## src/rtl/cq_pkg.sv

```systemverilog
// Shared types of the completion queue.
// Assumes: nothing beyond the standard types.
package cq_pkg;

    // Per-slot status flags.
    typedef struct packed {
        logic fin;      // execution finished
        logic exc;      // exception reported with the finish
        logic is_br;    // slot holds a branch
        logic br_done;  // branch has been resolved
    } cq_ent_t;

endpackage

```

## src/rtl/cq_ptrs.sv

```systemverilog
// Head/tail pointer pair with a wrap bit, occupancy and free count.
// Assumes: DEPTH is a power of two; ret_cnt never exceeds occupancy.
module cq_ptrs #(
    parameter int DEPTH   = 16,
    parameter int ALLOC_N = 3,
    parameter int RET_N   = 3,
    localparam int TAG_W  = $clog2(DEPTH),
    localparam int PTR_W  = TAG_W + 1,
    localparam int AW     = $clog2(ALLOC_N + 1),
    localparam int RW     = $clog2(RET_N + 1)
) (
    input  logic             clk,
    input  logic             rst_n,
    input  logic [RW-1:0]    ret_cnt,
    input  logic [AW-1:0]    alloc_req,
    input  logic             flush_all,
    input  logic             br_flush,
    input  logic [TAG_W-1:0] br_off,
    output logic [TAG_W-1:0] head_idx,
    output logic [TAG_W-1:0] tail_idx,
    output logic [PTR_W-1:0] occ,
    output logic [PTR_W-1:0] free_cnt,
    output logic [AW-1:0]    alloc_take
);

    logic [PTR_W-1:0] head_q, tail_q, head_nx;

    // Occupancy and free space from the pointer distance.
    always_comb begin
        occ      = tail_q - head_q;
        free_cnt = PTR_W'(DEPTH) - occ;
        head_nx  = head_q + PTR_W'(ret_cnt);
    end

    // Grant the whole claim or nothing; flushes cancel claims.
    always_comb begin
        if (!flush_all && !br_flush && (PTR_W'(alloc_req) <= free_cnt))
            alloc_take = alloc_req;
        else
            alloc_take = '0;
    end

    assign head_idx = head_q[TAG_W-1:0];
    assign tail_idx = tail_q[TAG_W-1:0];

    // Pointer update: retire moves head; flush or claim moves tail.
    always_ff @(posedge clk) begin
        if (!rst_n) begin
            head_q <= '0;
            tail_q <= '0;
        end else begin
            head_q <= head_nx;
            if (flush_all)
                tail_q <= head_nx;
            else if (br_flush)
                tail_q <= head_q + PTR_W'(br_off) + PTR_W'(1);
            else
                tail_q <= tail_q + PTR_W'(alloc_take);
        end
    end


    occ_bound_chk: assert property (@(posedge clk) disable iff (!rst_n)
        occ <= PTR_W'(DEPTH));


    refuse_chk: assert property (@(posedge clk) disable iff (!rst_n)
        (PTR_W'(alloc_req) > free_cnt && !flush_all && !br_flush)
        |=> free_cnt == $past(free_cnt) + PTR_W'($past(ret_cnt)));


    exc_empty_chk: assert property (@(posedge clk) disable iff (!rst_n)
        flush_all |=> occ == '0);

endmodule

```

## src/rtl/cq_ent_array.sv

```systemverilog
// Per-slot status registers: cleared on claim, set by finish and resolve.
// Assumes: a claim and a finish never name the same slot in one cycle
// unless the finish is stale; the claim wins.
module cq_ent_array
    import cq_pkg::*;
#(
    parameter int DEPTH  = 16,
    parameter int FIN_N  = 2,
    localparam int TAG_W = $clog2(DEPTH)
) (
    input  logic                   clk,
    input  logic                   rst_n,
    input  logic [DEPTH-1:0]       wr_en,
    input  logic [DEPTH-1:0]       wr_br,
    input  logic [FIN_N-1:0]       fin_vld,
    input  logic [FIN_N*TAG_W-1:0] fin_tag,
    input  logic [FIN_N-1:0]       fin_exc,
    input  logic                   br_live,
    input  logic [TAG_W-1:0]       br_tag,
    output cq_ent_t [DEPTH-1:0]    ent
);

    for (genvar i = 0; i < DEPTH; i++) begin : g_slot
        cq_ent_t e_q;
        logic    fin_hit, exc_hit, br_hit;

        // Merge the finish ports that name this slot.
        always_comb begin
            fin_hit = 1'b0;
            exc_hit = 1'b0;
            for (int p = 0; p < FIN_N; p++) begin
                if (fin_vld[p] && fin_tag[p*TAG_W +: TAG_W] == TAG_W'(i)) begin
                    fin_hit = 1'b1;
                    exc_hit = exc_hit | fin_exc[p];
                end
            end
            br_hit = br_live && (br_tag == TAG_W'(i));
        end

        // Slot flags: claim clears, reports set.
        always_ff @(posedge clk) begin
            if (!rst_n) begin
                e_q <= '0;
            end else if (wr_en[i]) begin
                e_q.fin     <= 1'b0;
                e_q.exc     <= 1'b0;
                e_q.is_br   <= wr_br[i];
                e_q.br_done <= 1'b0;
            end else begin
                if (fin_hit) begin
                    e_q.fin <= 1'b1;
                    e_q.exc <= e_q.exc | exc_hit;
                end
                if (br_hit)
                    e_q.br_done <= 1'b1;
            end
        end

        assign ent[i] = e_q;


        alloc_clr_chk: assert property (@(posedge clk) disable iff (!rst_n)
            wr_en[i] |=> !ent[i].fin);
    end

endmodule

```

## src/rtl/cq_retire_sel.sv

```systemverilog
// Scans the oldest RET_N slots and picks how many leave this cycle.
// Assumes: ent is registered state; outputs depend on no input port.
module cq_retire_sel
    import cq_pkg::*;
#(
    parameter int DEPTH  = 16,
    parameter int RET_N  = 3,
    localparam int TAG_W = $clog2(DEPTH),
    localparam int PTR_W = TAG_W + 1,
    localparam int RW    = $clog2(RET_N + 1)
) (
    input  logic                   clk,
    input  logic                   rst_n,
    input  cq_ent_t [DEPTH-1:0]    ent,
    input  logic [TAG_W-1:0]       head_idx,
    input  logic [PTR_W-1:0]       occ,
    output logic [RW-1:0]          ret_cnt,
    output logic [RET_N*TAG_W-1:0] ret_tag,
    output logic                   exc_req,
    output logic [TAG_W-1:0]       exc_tag
);

    logic stop;

    // In-order window scan with a stop at the first blocked slot.
    always_comb begin
        ret_cnt = '0;
        exc_req = 1'b0;
        exc_tag = '0;
        stop    = 1'b0;
        for (int k = 0; k < RET_N; k++) begin
            if (!stop) begin
                if (int'(occ) > k
                    && ent[head_idx + TAG_W'(k)].fin
                    && !ent[head_idx + TAG_W'(k)].exc
                    && (!ent[head_idx + TAG_W'(k)].is_br
                        || ent[head_idx + TAG_W'(k)].br_done)) begin
                    ret_cnt = ret_cnt + RW'(1);
                end else begin
                    stop = 1'b1;
                    if (int'(occ) > k && ent[head_idx + TAG_W'(k)].fin
                        && ent[head_idx + TAG_W'(k)].exc) begin
                        exc_req = 1'b1;
                        exc_tag = head_idx + TAG_W'(k);
                    end
                end
            end
        end
    end

    for (genvar k = 0; k < RET_N; k++) begin : g_rtag
        assign ret_tag[k*TAG_W +: TAG_W] = head_idx + TAG_W'(k);
    end


    ret_le_occ_chk: assert property (@(posedge clk) disable iff (!rst_n)
        PTR_W'(ret_cnt) <= occ);


    exc_stop_chk: assert property (@(posedge clk) disable iff (!rst_n)
        exc_req |-> int'(ret_cnt) < RET_N);

endmodule

```

## src/rtl/inorder_cq.sv

```systemverilog
// In-order completion queue: claims at the tail, finish/resolve by tag,
// in-order retirement from the head with exception and mispredict flush.
// Assumes: a resolve only names a branch still in the queue; callers honour
// free_cnt, and an over-sized claim is refused outright.
module inorder_cq
    import cq_pkg::*;
#(
    parameter int DEPTH   = 16,
    parameter int ALLOC_N = 3,
    parameter int RET_N   = 3,
    parameter int FIN_N   = 2,
    localparam int TAG_W  = $clog2(DEPTH),
    localparam int PTR_W  = TAG_W + 1,
    localparam int AW     = $clog2(ALLOC_N + 1),
    localparam int RW     = $clog2(RET_N + 1)
) (
    input  logic                     clk,
    input  logic                     rst_n,
    input  logic [AW-1:0]            alloc_cnt,
    input  logic [ALLOC_N-1:0]       alloc_br,
    output logic [ALLOC_N*TAG_W-1:0] alloc_tag,
    output logic [PTR_W-1:0]         free_cnt,
    input  logic [FIN_N-1:0]         fin_vld,
    input  logic [FIN_N*TAG_W-1:0]   fin_tag,
    input  logic [FIN_N-1:0]         fin_exc,
    input  logic                     br_vld,
    input  logic [TAG_W-1:0]         br_tag,
    input  logic                     br_mis,
    output logic [RW-1:0]            ret_cnt,
    output logic [RET_N*TAG_W-1:0]   ret_tag,
    output logic                     exc_req,
    output logic [TAG_W-1:0]         exc_tag
);

    logic [TAG_W-1:0]    head_idx, tail_idx, br_off;
    logic [PTR_W-1:0]    occ;
    logic [AW-1:0]       alloc_take;
    logic                br_live, br_flush;
    logic [DEPTH-1:0]    wr_en, wr_br;
    cq_ent_t [DEPTH-1:0] ent;

    // Locate the resolved branch relative to the head.
    always_comb begin
        br_off   = br_tag - head_idx;
        br_live  = br_vld && (PTR_W'(br_off) < occ);
        br_flush = br_live && br_mis && !exc_req;
    end

    // Expand the granted claim into per-slot write enables.
    always_comb begin
        wr_en = '0;
        wr_br = '0;
        for (int k = 0; k < ALLOC_N; k++) begin
            if (k < int'(alloc_take)) begin
                wr_en[tail_idx + TAG_W'(k)] = 1'b1;
                wr_br[tail_idx + TAG_W'(k)] = alloc_br[k];
            end
        end
    end

    for (genvar k = 0; k < ALLOC_N; k++) begin : g_atag
        assign alloc_tag[k*TAG_W +: TAG_W] = tail_idx + TAG_W'(k);
    end

    cq_ptrs #(.DEPTH(DEPTH), .ALLOC_N(ALLOC_N), .RET_N(RET_N)) u_ptrs (
        .clk        (clk),
        .rst_n      (rst_n),
        .ret_cnt    (ret_cnt),
        .alloc_req  (alloc_cnt),
        .flush_all  (exc_req),
        .br_flush   (br_flush),
        .br_off     (br_off),
        .head_idx   (head_idx),
        .tail_idx   (tail_idx),
        .occ        (occ),
        .free_cnt   (free_cnt),
        .alloc_take (alloc_take)
    );

    cq_ent_array #(.DEPTH(DEPTH), .FIN_N(FIN_N)) u_ents (
        .clk     (clk),
        .rst_n   (rst_n),
        .wr_en   (wr_en),
        .wr_br   (wr_br),
        .fin_vld (fin_vld),
        .fin_tag (fin_tag),
        .fin_exc (fin_exc),
        .br_live (br_live),
        .br_tag  (br_tag),
        .ent     (ent)
    );

    cq_retire_sel #(.DEPTH(DEPTH), .RET_N(RET_N)) u_sel (
        .clk      (clk),
        .rst_n    (rst_n),
        .ent      (ent),
        .head_idx (head_idx),
        .occ      (occ),
        .ret_cnt  (ret_cnt),
        .ret_tag  (ret_tag),
        .exc_req  (exc_req),
        .exc_tag  (exc_tag)
    );


    br_next_tag_chk: assert property (@(posedge clk) disable iff (!rst_n)
        br_flush |=> alloc_tag[TAG_W-1:0] == $past(br_tag) + TAG_W'(1));

endmodule

```

## config.mk

```make
export PLATFORM = sky130hd
export DESIGN_NAME = inorder_cq
export DESIGN_NICKNAME = d
export VERILOG_FILES = /design/src/rtl/cq_pkg.sv /design/src/rtl/cq_ptrs.sv /design/src/rtl/cq_ent_array.sv /design/src/rtl/cq_retire_sel.sv /design/src/rtl/inorder_cq.sv
export SDC_FILE = /design/constraint.sdc
export NUM_CORES = 1
export LEC_CHECK = 0
export ABC_AREA = 1
export BUFFER_PORTS_ARGS = -buffer_cell sky130_fd_sc_hd__buf_2
export CAP_MARGIN = 10
export CORE_MARGIN = 2
export CORE_UTILIZATION = 40
export CTS_BUF_LIST = sky130_fd_sc_hd__clkbuf_8
export DETAILED_ROUTE_END_ITERATION = 10
export PLACE_DENSITY = 0.54
export REMOVE_ABC_BUFFERS = 1
export SLEW_MARGIN = 20
export SYNTH_ARGS = -nofsm -noshare
export SYNTH_HDL_FRONTEND = slang
export SYNTH_SLANG_ARGS = --single-unit
```

## constraint.sdc

```tcl
create_clock -name clk -period 4.9 [get_ports clk]
set_input_delay 1.47 -clock clk [delete_from_list [all_inputs] [get_ports clk]]
set_output_delay 1.47 -clock clk [all_outputs]
set_load 0.03 [all_outputs]
```

# == Word-level counts from Yosys, hierarchy flattened ==
# Cells that the tools add are included.
# word_totals
reg_bits,74
in_bits,25
output_inout_bits,36
word_cells,386
# classes
addsub,13
n_lt_le_gt_ge,17
eq_ne,45
mux,111
bitwise,36
reduce_logical,98
# ops
operator,n
== test 4 bit (second input constant),24
2-to-1 mux 16 bit,6
2-to-1 mux 1 bit,79
logical AND 1 bit,68
binary-select mux 4 bit (select 4 bit),3
== test 4 x 3 -> 1 bit (second input constant),12
2-to-1 mux 4 bit,11
bitwise mux 16 bit,2
bitwise OR 1 bit,32
bitwise OR 16 bit,2
OR reduction 2 bit,16
< comparator 4 x 5 -> 1 bit (second input constant),6
== test 4 x 2 -> 1 bit (second input constant),6
bitwise AND 16 bit,1
demux 1 bit (select 4 bit),3
== test 4 x 1 -> 1 bit (second input constant),3
>= comparator 4 x 1 -> 1 bit (second input constant),3
logical NOT 4 bit,3
adder 5 x 2 -> 5 bit,2
> comparator 5 x 1 -> 1 bit (second input constant),2
2-to-1 mux 2 bit,5
2-to-1 mux 5 bit,2
adder 4 x 1 -> 4 bit (second input constant),2
adder 4 x 2 -> 4 bit (second input constant),2
other kinds (14),25

# == Depth between registers and ports, before layout ==
# Gate-level depths: netlist of the first run.
# logic_depth
word_depth,25
depth_mapped,26
mapped_depth_nobuf,24

# == Modules after synthesis ==
# Synthesis of the first run repeated with hierarchy kept, for this count alone.
# unflattened
cells_unflattened,1221
area_unflattened_um2,6988.0
# modules_own_cells
module,n_inst,cells_each,area_per_inst_um2,seq_area_each_um2
cq_ent_array,1,398,2712.6,1281.2
cq_retire_sel,1,379,1821.7,0.0
inorder_cq,1,266,1310.0,0.0
cq_ptrs,1,178,1143.6,200.2

# == Worst setup path after synthesis of the first run ==
# Ideal clock, no wire load.
# synth_timing
path_kind,register -> output
startpoint,register u_ptrs.tail_q[0]
endpoint,output exc_tag[2]
arrival_time_ns,3.197
required_ns,3.430
slack_ns,0.233
stages_incl_launch_ff,12
path_buffers,0
cell_sequence,dfxtp_1 > inv_1 > ha_1 > fa_1 > ha_1 > and3_1 > ha_1 > inv_1 > nand3_2 > nor2_2 > nand3_4 > o21ai_0
# synth_via
elab_chain_len,12
word_cells_on_any_way,27
cone_classes,add/sub (1); order compare (3); mux (11); reduce/logical (12)
# synth_rtl
element,line,text
"start, declared",cq_ptrs.sv:26,"logic [PTR_W-1:0] head_q, tail_q, head_nx;"
"start signal, assigned",cq_ptrs.sv:54,tail_q <= head_nx;
"start signal, assigned",cq_ptrs.sv:56,tail_q <= head_q + PTR_W'(br_off) + PTR_W'(1);
"start signal, assigned",cq_ptrs.sv:58,tail_q <= tail_q + PTR_W'(alloc_take);
subtractor 5 bit *,cq_ptrs.sv:30,occ = tail_q - head_q;
> comparator 5 x 1 -> 1 bit,"cq_retire_sel.sv:33, cq_retire_sel.sv:41",
logical AND 1 bit,"cq_retire_sel.sv:34, cq_retire_sel.sv:41",
logical AND 1 bit (on tied branches),"cq_retire_sel.sv:42, cq_retire_sel.sv:35",
2-to-1 mux 4 bit / logical AND 1 bit (equally long branches),"cq_retire_sel.sv:41, cq_retire_sel.sv:36",
2-to-1 mux 4 bit,cq_retire_sel.sv:33,if (int'(occ) > k
2-to-1 mux 4 bit,cq_retire_sel.sv:41,if (int'(occ) > k && ent[head_idx + TAG_W'(k)].fin
2-to-1 mux 4 bit,cq_retire_sel.sv:33,
2-to-1 mux 4 bit,cq_retire_sel.sv:32,if (!stop) begin
2-to-1 mux 4 bit,cq_retire_sel.sv:41,
2-to-1 mux 4 bit,cq_retire_sel.sv:33,
2-to-1 mux 4 bit *,cq_retire_sel.sv:32,
"end, declared",inorder_cq.sv:32,output logic [TAG_W-1:0] exc_tag
# Every way passes the cells marked *; elsewhere a longest branch is shown, timed or not.

# == Worst setup path in the final report of the first run ==
# layout_timing
startpoint,register u_ptrs.head_q[1]
endpoint,output ret_cnt[0]
# layout_via
elab_chain_len,12
word_cells_on_any_way,40
cone_classes,add/sub (5); order compare (3); mux (14); reduce/logical (18)
# layout_rtl
element,line,text
"start, declared",cq_ptrs.sv:26,
"start signal, assigned",cq_ptrs.sv:52,head_q <= head_nx;
subtractor 5 bit / binary-select mux 4 bit (select 4 bit) (equally long branches),-,
> comparator 5 x 1 -> 1 bit / 2-to-1 mux 4 bit (equally long branches),"cq_retire_sel.sv:33, cq_retire_sel.sv:34",
"logical AND 1 bit, or another cell as far along",cq_retire_sel.sv:34,&& ent[head_idx + TAG_W'(k)].fin
logical AND 1 bit / logical OR 1 bit (equally long branches),"cq_retire_sel.sv:35, cq_retire_sel.sv:37",
logical AND 1 bit,cq_retire_sel.sv:36,&& (!ent[head_idx + TAG_W'(k)].is_br
2-to-1 mux 1 bit,cq_retire_sel.sv:33,
adder 2 x 1 -> 2 bit,cq_retire_sel.sv:38,ret_cnt = ret_cnt + RW'(1);
2-to-1 mux 2 bit,cq_retire_sel.sv:33,
2-to-1 mux 2 bit,cq_retire_sel.sv:32,
adder 2 x 1 -> 2 bit,cq_retire_sel.sv:38,
2-to-1 mux 2 bit,cq_retire_sel.sv:33,
2-to-1 mux 2 bit *,cq_retire_sel.sv:32,
"end, declared",inorder_cq.sv:29,"output logic [RW-1:0] ret_cnt,"
# Every way passes the cells marked *; elsewhere a longest branch is shown, timed or not. The select of a mux whose other input is x is not followed.

==> reports/qor.txt, run 1 <==
Setup-failing EPs final -> 0
Post-synth EDFFs -> 0
Core Area -> 16,700 um^2
slowest stage delay, CP -> 0.59 ns
clock transition at the registers of the reported paths -> 0.09 ns
IO Count -> 61
finished layout cell area -> 7530 um^2
Power Density -> 451 nW/um^2
Core Rows -> 47
Final ANT Viol Nets -> 0
Die Area -> 18,200 um^2
initial detailed-routing violation count -> 615
Sink Count -> 74
slowest cell on the critical path -> dfxtp_1
register area -> 1480 um^2
crit path DAT -> 3.29 ns
Detailed Place HPWL -> 18,800 um
Multi-input gate area -> 4530 um^2
FF+latch count, synth -> 74
Hold Buf Count CTS -> 0
Inserted Diodes -> 0
Clock Skews -> 0.0231 ns
fill cell count -> 1,858
Mapped Cells -> 1,126
final net count -> 1,224
Hold Worst Slack -> 0.457 ns
share of layout cells above drive strength 1 -> 0.128
vias per cell -> 5.38
Die Wd -> 135 um
CP Launch Type -> flop
maximum clock rate -> 0.210 GHz
Leak -> 3.53 nW
DR vias -> 7,468
Hold Path Cell Cnt -> 2
fin util -> 0.451
Pins Over Slew Limit -> 0
number of max-cap violations -> 0
CP top delay family -> simple AND/OR/NAND/NOR gates
WL/cell -> 17.4 um
vias in the first global route -> 6,909
Max FO, Critical Path -> 10
CTS max path bufs -> 2
dpl cell area -> 7280 um^2
worst path bufs/invs -> 3
CP Cell Sequence -> ha_1, inv_1, nand3_1, nand3_1, o21ai_0, inv_1, or4_1, a21oi_1, buf_2
Tmin final -> 4.76 ns
cell with the most instances after synthesis -> nand2_1
# DRC -> 0
Synth async-reset ratio -> 0
status -> finished, final reports clean
Die Y -> 135 um
Syn. warnings -> 0
area leader, netlist -> dfxtp_1
syn_area_per_cell -> 6.10 um^2
gp weighted congestion -> 0.899
CTS tree -> done
largest net degree at the start of global routing -> 44
Root Buffer Master -> clkbuf_8
Hold Path Class -> reg2reg
worst vdd ir -> 0.438 mV
Most used DFF post-synth -> dfxtp_1
relative slew slack -> 0.388
Hold Violations, Final -> 0
synth cell count leaders -> nand2_1, nand3_1, nor2_1
Reg-to-Reg Start -> u_ptrs.head_q[0]$_SDFF_PN0_
Initial Utilization -> 0.411
drt pass-1 iters -> 8
CTS H-tree depth -> 3
Port Buffers -> 60
Setup Crit Path Kind -> reg2out
Area Overhead vs Synth -> 9.75%
synth top area cells -> dfxtp_1, nand2_1, nand3_1
first-pass GRT wire length -> 38,200 um
R2R Setup Slk -> 0.88 ns
post-CTS setup buffers -> 0
synth unique cells -> 49
clk_lat worst skew -> 0.38 ns
final worst-path cycle share -> 0.972
Synth top area share -> 0.216
Detailed Route WL -> 24,200 um
Cell Area, Synth -> 6860 um^2
TritonCTS buffer count -> 9
CP Capture Type -> primary output
reg2reg end -> u_ptrs.tail_q[4]$_SDFF_PN0_
initial antenna violation count -> 0
WP data required -> 3.43 ns
Hold Crit Endpoint -> u_ents.ent[56]$_SDFFE_PP0P_
HP Start -> u_ents.ent[56]$_SDFFE_PP0P_
Worst Max-Slew Pin Slew -> 0.918 ns
register area share after synthesis -> 0.216
grt total ovfl -> 0
gr usage total -> 0.271
Reg2Reg Depth -> 21
cell type report:
type | count | share of cell area
Multi-Input combinational cell | 857 | 0.602
Inverter | 138 | 0.0691
Tap cell | 220 | 0.0365
Timing Repair Buffer | 83 | 0.0648
Sequential cell | 74 | 0.197
Clock buffer | 9 | 0.0164
Clock inverter | 7 | 0.0146
per-layer routing:
layer / vias up / track usage / wire (um)
met1: 3340 / 0.362 / 11100
met4: 0 / 0.107 / 890
met5: - / 0 / 0
li1: 3796 / - / -
met2: 275 / 0.431 / 10700
met3: 57 / 0.0522 / 1530
worst max path at each step:
stage | start | endpoint | slack, ns | cells after the start
floorplan | u_ptrs.head_q[0]$_SDFF_PN0_ | exc_tag[2] | -1.05 | 10
global placement | br_tag[0] | u_ptrs.tail_q[4]$_SDFF_PN0_ | 0.12 | 22
detailed placement | br_tag[0] | u_ptrs.tail_q[4]$_SDFF_PN0_ | 0.05 | 22
CTS | u_ptrs.head_q[2]$_SDFF_PN0_ | exc_req | 0.02 | 16
global route | u_ptrs.head_q[2]$_SDFF_PN0_ | exc_req | -0.02 | 16
finish | u_ptrs.head_q[1]$_SDFF_PN0_ | ret_cnt[0] | 0.14 | 9
cell usage in the layout, fill, tap and decap left out, types with 5 or more instances in the layout:
cell type,n
dfxtp_1,72
o211ai_1,12
o21ai_0,12
inv_2,13
inv_1,125
clkbuf_8,9
a21oi_1,41
ha_1,31
nor3_1,24
nand4_1,36
nand3_2,5
buf_4,22
a31oi_1,7
o21ai_1,5
nand4_2,12
a221oi_1,10
nand2_1,268
nand3_1,183
xor2_1,10
nor2_1,153
buf_2,59
metrics by stage:
stage	TNS, ns	cells	total power, mW	setup slack, ns
after floorplan	-20.50	1069	2.12	-1.05
after global placement	0	1372	2.80	0.115
after detailed placement	0	1372	2.79	0.0497
after CTS	0	1388	3.38	0.0236
after global routing	-0.0308	1388	3.66	-0.0218
final	0	1388	3.40	0.138
registers in the layout, summed over array words and instances, names as in the netlist:
register	cells
u_ents.ent	64
u_ptrs.tail_q	5
u_ptrs.head_q	5
worst reg2reg max path, stage by stage (launching register included):
cell and delay (ns):
dfxtp_2 0.47, ha_1 0.23, fa_2 0.51, ha_1 0.24, and3_1 0.18, ha_1 0.25
inv_1 0.09, nand3_2 0.12, nor2_1 0.11, nand2_1 0.11, nor2_4 0.16, nor2_4 0.08
nand3_2 0.13, nor2_4 0.04, nand2_1 0.05, inv_1 0.04, ha_1 0.20, fa_1 0.41
nand3_1 0.11, xor2_1 0.13, o21ai_0 0.08, a22o_1 0.18
what timing repair did:
action / 4_1_cts / 5_1_grt
resized for setup: 1 / 8
pin swaps: 0 / 0
endpoints found under the setup margin: 1 / 6
where the power goes:
| part | leakage (nW) | switching, mW | internal (mW) |
|---|---|---|---|
| clock | 0.128 | 0.248 | 0.335 |
| sequential | 0.600 | 0.0337 | 0.649 |
| combinational | 2.80 | 1.49 | 0.638 |
| total | 3.53 | 1.78 | 1.62 |
logic make-up (layout without fill, tap and decap cells):
kind of cell | count (synthesis) | in the layout | synth area share
adders and majority gates | 36 | 36 | 0.0711
DFF | 74 | 74 | 0.216
AOI/OAI and AO/OA | 104 | 104 | 0.0952
buffers and inverters | 195 | 237 | 0.127
xor gates and xnor gates | 16 | 16 | 0.0226
and+or+nand+nor | 701 | 701 | 0.468
Note: power is estimated with default switching activity, not from simulation.
==> inputs of run 2 (changes only) <==
--- a/config.mk
+++ b/config.mk
@@ -10,7 +10,7 @@
 export CAP_MARGIN = 10
 export CORE_MARGIN = 2
 export CORE_UTILIZATION = 40
-export CTS_BUF_LIST = sky130_fd_sc_hd__clkbuf_8
+export CTS_BUF_LIST = sky130_fd_sc_hd__clkbuf_16
 export DETAILED_ROUTE_END_ITERATION = 10
 export PLACE_DENSITY = 0.54
 export REMOVE_ABC_BUFFERS = 1
==> reports/qor.txt, run 2 (synthesis results as in run 1) <==
status -> finished, final reports clean (unchanged)
max reg flops -> 64 (unchanged)
DR vias -> 7,451 (was 7,468)
placed insts -> 1,372 (unchanged)
crit path DAT -> 3.30 ns (was 3.29 ns)
fin cells -> 1,388 (unchanged)
Final ANT Viol Nets -> 0 (unchanged)
CP Capture Type -> primary output (unchanged)
clock transition at the registers of the reported paths -> 0.06 ns (was 0.09 ns)
TritonCTS buffer count -> 9 (unchanged)
Power Density -> 469 nW/um^2 (was 451 nW/um^2)
relative slew slack -> 0.393 (was 0.388)
Max FO, Critical Path -> 7 (was 10)
CTS max path bufs -> 2 (unchanged)
total power -> 3.57 mW (was 3.40 mW)
Reg-to-Reg Start -> u_ptrs.head_q[0]$_SDFF_PN0_ (unchanged)
Area Overhead vs Synth -> 11.1% (was 9.75%)
initial detailed-routing violation count -> 588 (was 615)
clk_lat worst skew -> 0.34 ns (was 0.38 ns)
final net count -> 1,224 (unchanged)
Core Rows -> 47 (unchanged)
gp weighted congestion -> 0.899 (unchanged)
Reg2Reg Depth -> 19 (was 21)
Setup-failing EPs final -> 0 (unchanged)
Detailed Route WL -> 24,100 um (was 24,200 um)
Detailed Place HPWL -> 18,800 um (unchanged)
vias in the first global route -> 6,909 (unchanged)
Pins Over Slew Limit -> 0 (unchanged)
reg2reg end -> u_ptrs.tail_q[4]$_SDFF_PN0_ (unchanged)
number of max-cap violations -> 0 (unchanged)
most common cell after layout, fill and taps aside -> nand2_1 (unchanged)
fin util -> 0.457 (was 0.451)
Hold Crit Endpoint -> u_ents.ent[16]$_SDFFE_PP0P_ (was u_ents.ent[56]$_SDFFE_PP0P_)
WL/cell -> 17.4 um (about the same)
Setup Crit Path Kind -> reg2out (unchanged)
grt total ovfl -> 0 (unchanged)
Worst Max-Slew Pin Slew -> 0.911 ns (was 0.918 ns)
# DRC -> 0 (unchanged)
CTS tree -> done (unchanged)
gr usage total -> 0.271 (unchanged)
Hold Violations, Final -> 0 (unchanged)
final worst-path cycle share -> 0.973 (was 0.972)
initial antenna violation count -> 0 (unchanged)
Die Area -> 18,200 um^2 (unchanged)
fill cell count -> 1,841 (was 1,858)
Hold Worst Slack -> 0.453 ns (was 0.457 ns)
Inserted Diodes -> 0 (unchanged)
Port Buffers -> 60 (unchanged)
R2R Setup Slk -> 0.85 ns (was 0.88 ns)
Core Area -> 16,700 um^2 (unchanged)
Die Wd -> 135 um (unchanged)
first-pass GRT wire length -> 38,300 um (was 38,200 um)
WP data required -> 3.43 ns (about the same)
share of layout cells above drive strength 1 -> 0.125 (was 0.128)
maximum clock rate -> 0.210 GHz (about the same)
Hold Path Class -> reg2reg (unchanged)
largest net degree at the start of global routing -> 44 (unchanged)
Clock Skews -> 0.0132 ns (was 0.0231 ns)
Initial Utilization -> 0.411 (unchanged)
Leak -> 3.58 nW (was 3.53 nW)
Sink Count -> 74 (unchanged)
IO Count -> 61 (unchanged)
worst vdd ir -> 0.438 mV (about the same)
Die Y -> 135 um (unchanged)
HP Start -> u_ents.ent[16]$_SDFFE_PP0P_ (was u_ents.ent[56]$_SDFFE_PP0P_)
vias per cell -> 5.37 (was 5.38)
drt pass-1 iters -> 5 (was 8)
Hold Path Cell Cnt -> 2 (unchanged)
Hold Buf Count CTS -> 0 (unchanged)
CP Launch Type -> flop (unchanged)
Root Buffer Master -> clkbuf_16 (was clkbuf_8)
CTS H-tree depth -> 3 (unchanged)
Tmin final -> 4.77 ns (was 4.76 ns)
most frequent cells in the layout -> nand2_1, nand3_1, nor2_1 (unchanged)
-- run 2: cell count changes in the layout (fill, tap and decap cells not counted) --
cell,change
clkbuf_8,-9
nor2_4,-1
nand2_1,+1
nand2_2,-1
clkbuf_16,+9
inv_1,+1
nor2_1,+1
inv_2,-1
-- run 2: report_power, final --
part	switching, mW	total, mW	internal [mW]	leakage [nW]
clock	0.267	0.761	0.494	0.174
combinational	1.49	2.13	0.637	2.80
sequential	0.0330	0.682	0.649	0.600
total	1.79	3.57	1.78	3.58
-- run 2: what timing repair did --
action | in CTS | in global routing
buffers inserted | 0 | 0
setup endpoints to repair | 0 | 6
gates resized for setup | 0 | 5
-- run 2: stage by stage --
step | TNS (ns) | cell area, um^2 | worst slack, ns
floorplan | -20.50 | 6510 | -1.05
CTS | 0 | 7610 | 0.0131
finish | 0 | 7620 | 0.131
global route | -0.0103 | 7620 | -0.0103
global placement | 0 | 7280 | 0.115
detailed placement | 0 | 7280 | 0.0497
-- run 2: per-layer routing --
layer | track usage | vias to the layer above | share of wire
li1 | - | 3795 | -
met1 | 0.364 | 3361 | 0.46
met2 | 0.435 | 244 | 0.44
met3 | 0.0439 | 51 | 0.055
met4 | 0.107 | 0 | 0.038
met5 | 0 | - | 0
-- run 2: worst max path at each step --
stage	from	end	slack (ns)
after floorplan	u_ptrs.head_q[0]$_SDFF_PN0_	exc_tag[2]	-1.05
after global placement	br_tag[0]	u_ptrs.tail_q[4]$_SDFF_PN0_	0.12
after detailed placement	br_tag[0]	u_ptrs.tail_q[4]$_SDFF_PN0_	0.05
after CTS	u_ptrs.head_q[2]$_SDFF_PN0_	exc_req	0.01
after global routing	u_ptrs.tail_q[0]$_SDFF_PN0_	exc_req	-0.01
final	u_ptrs.head_q[0]$_SDFF_PN0_	exc_req	0.13
-- run 2: area by class of cell --
class                      instances  area, um^2  area share
multi-input combinational        857        4520       0.593
sequential                        74        1480       0.195
inverter                         138         520      0.0683
timing repair buffer              83         488      0.0640
tap                              220         275      0.0361
clock buffer                       9         225      0.0295
clock inverter                     7         110      0.0144
-- run 2: worst max-delay path: stages (launching register included) --
cell      delay [ns]
dfxtp_2         0.47
ha_1            0.23
fa_2            0.51
ha_1            0.24
and3_1          0.18
ha_1            0.25
inv_1           0.09
nand3_2         0.10
nor2_2          0.25
nand3_4         0.19
nand2_1         0.21
clkbuf_4        0.23
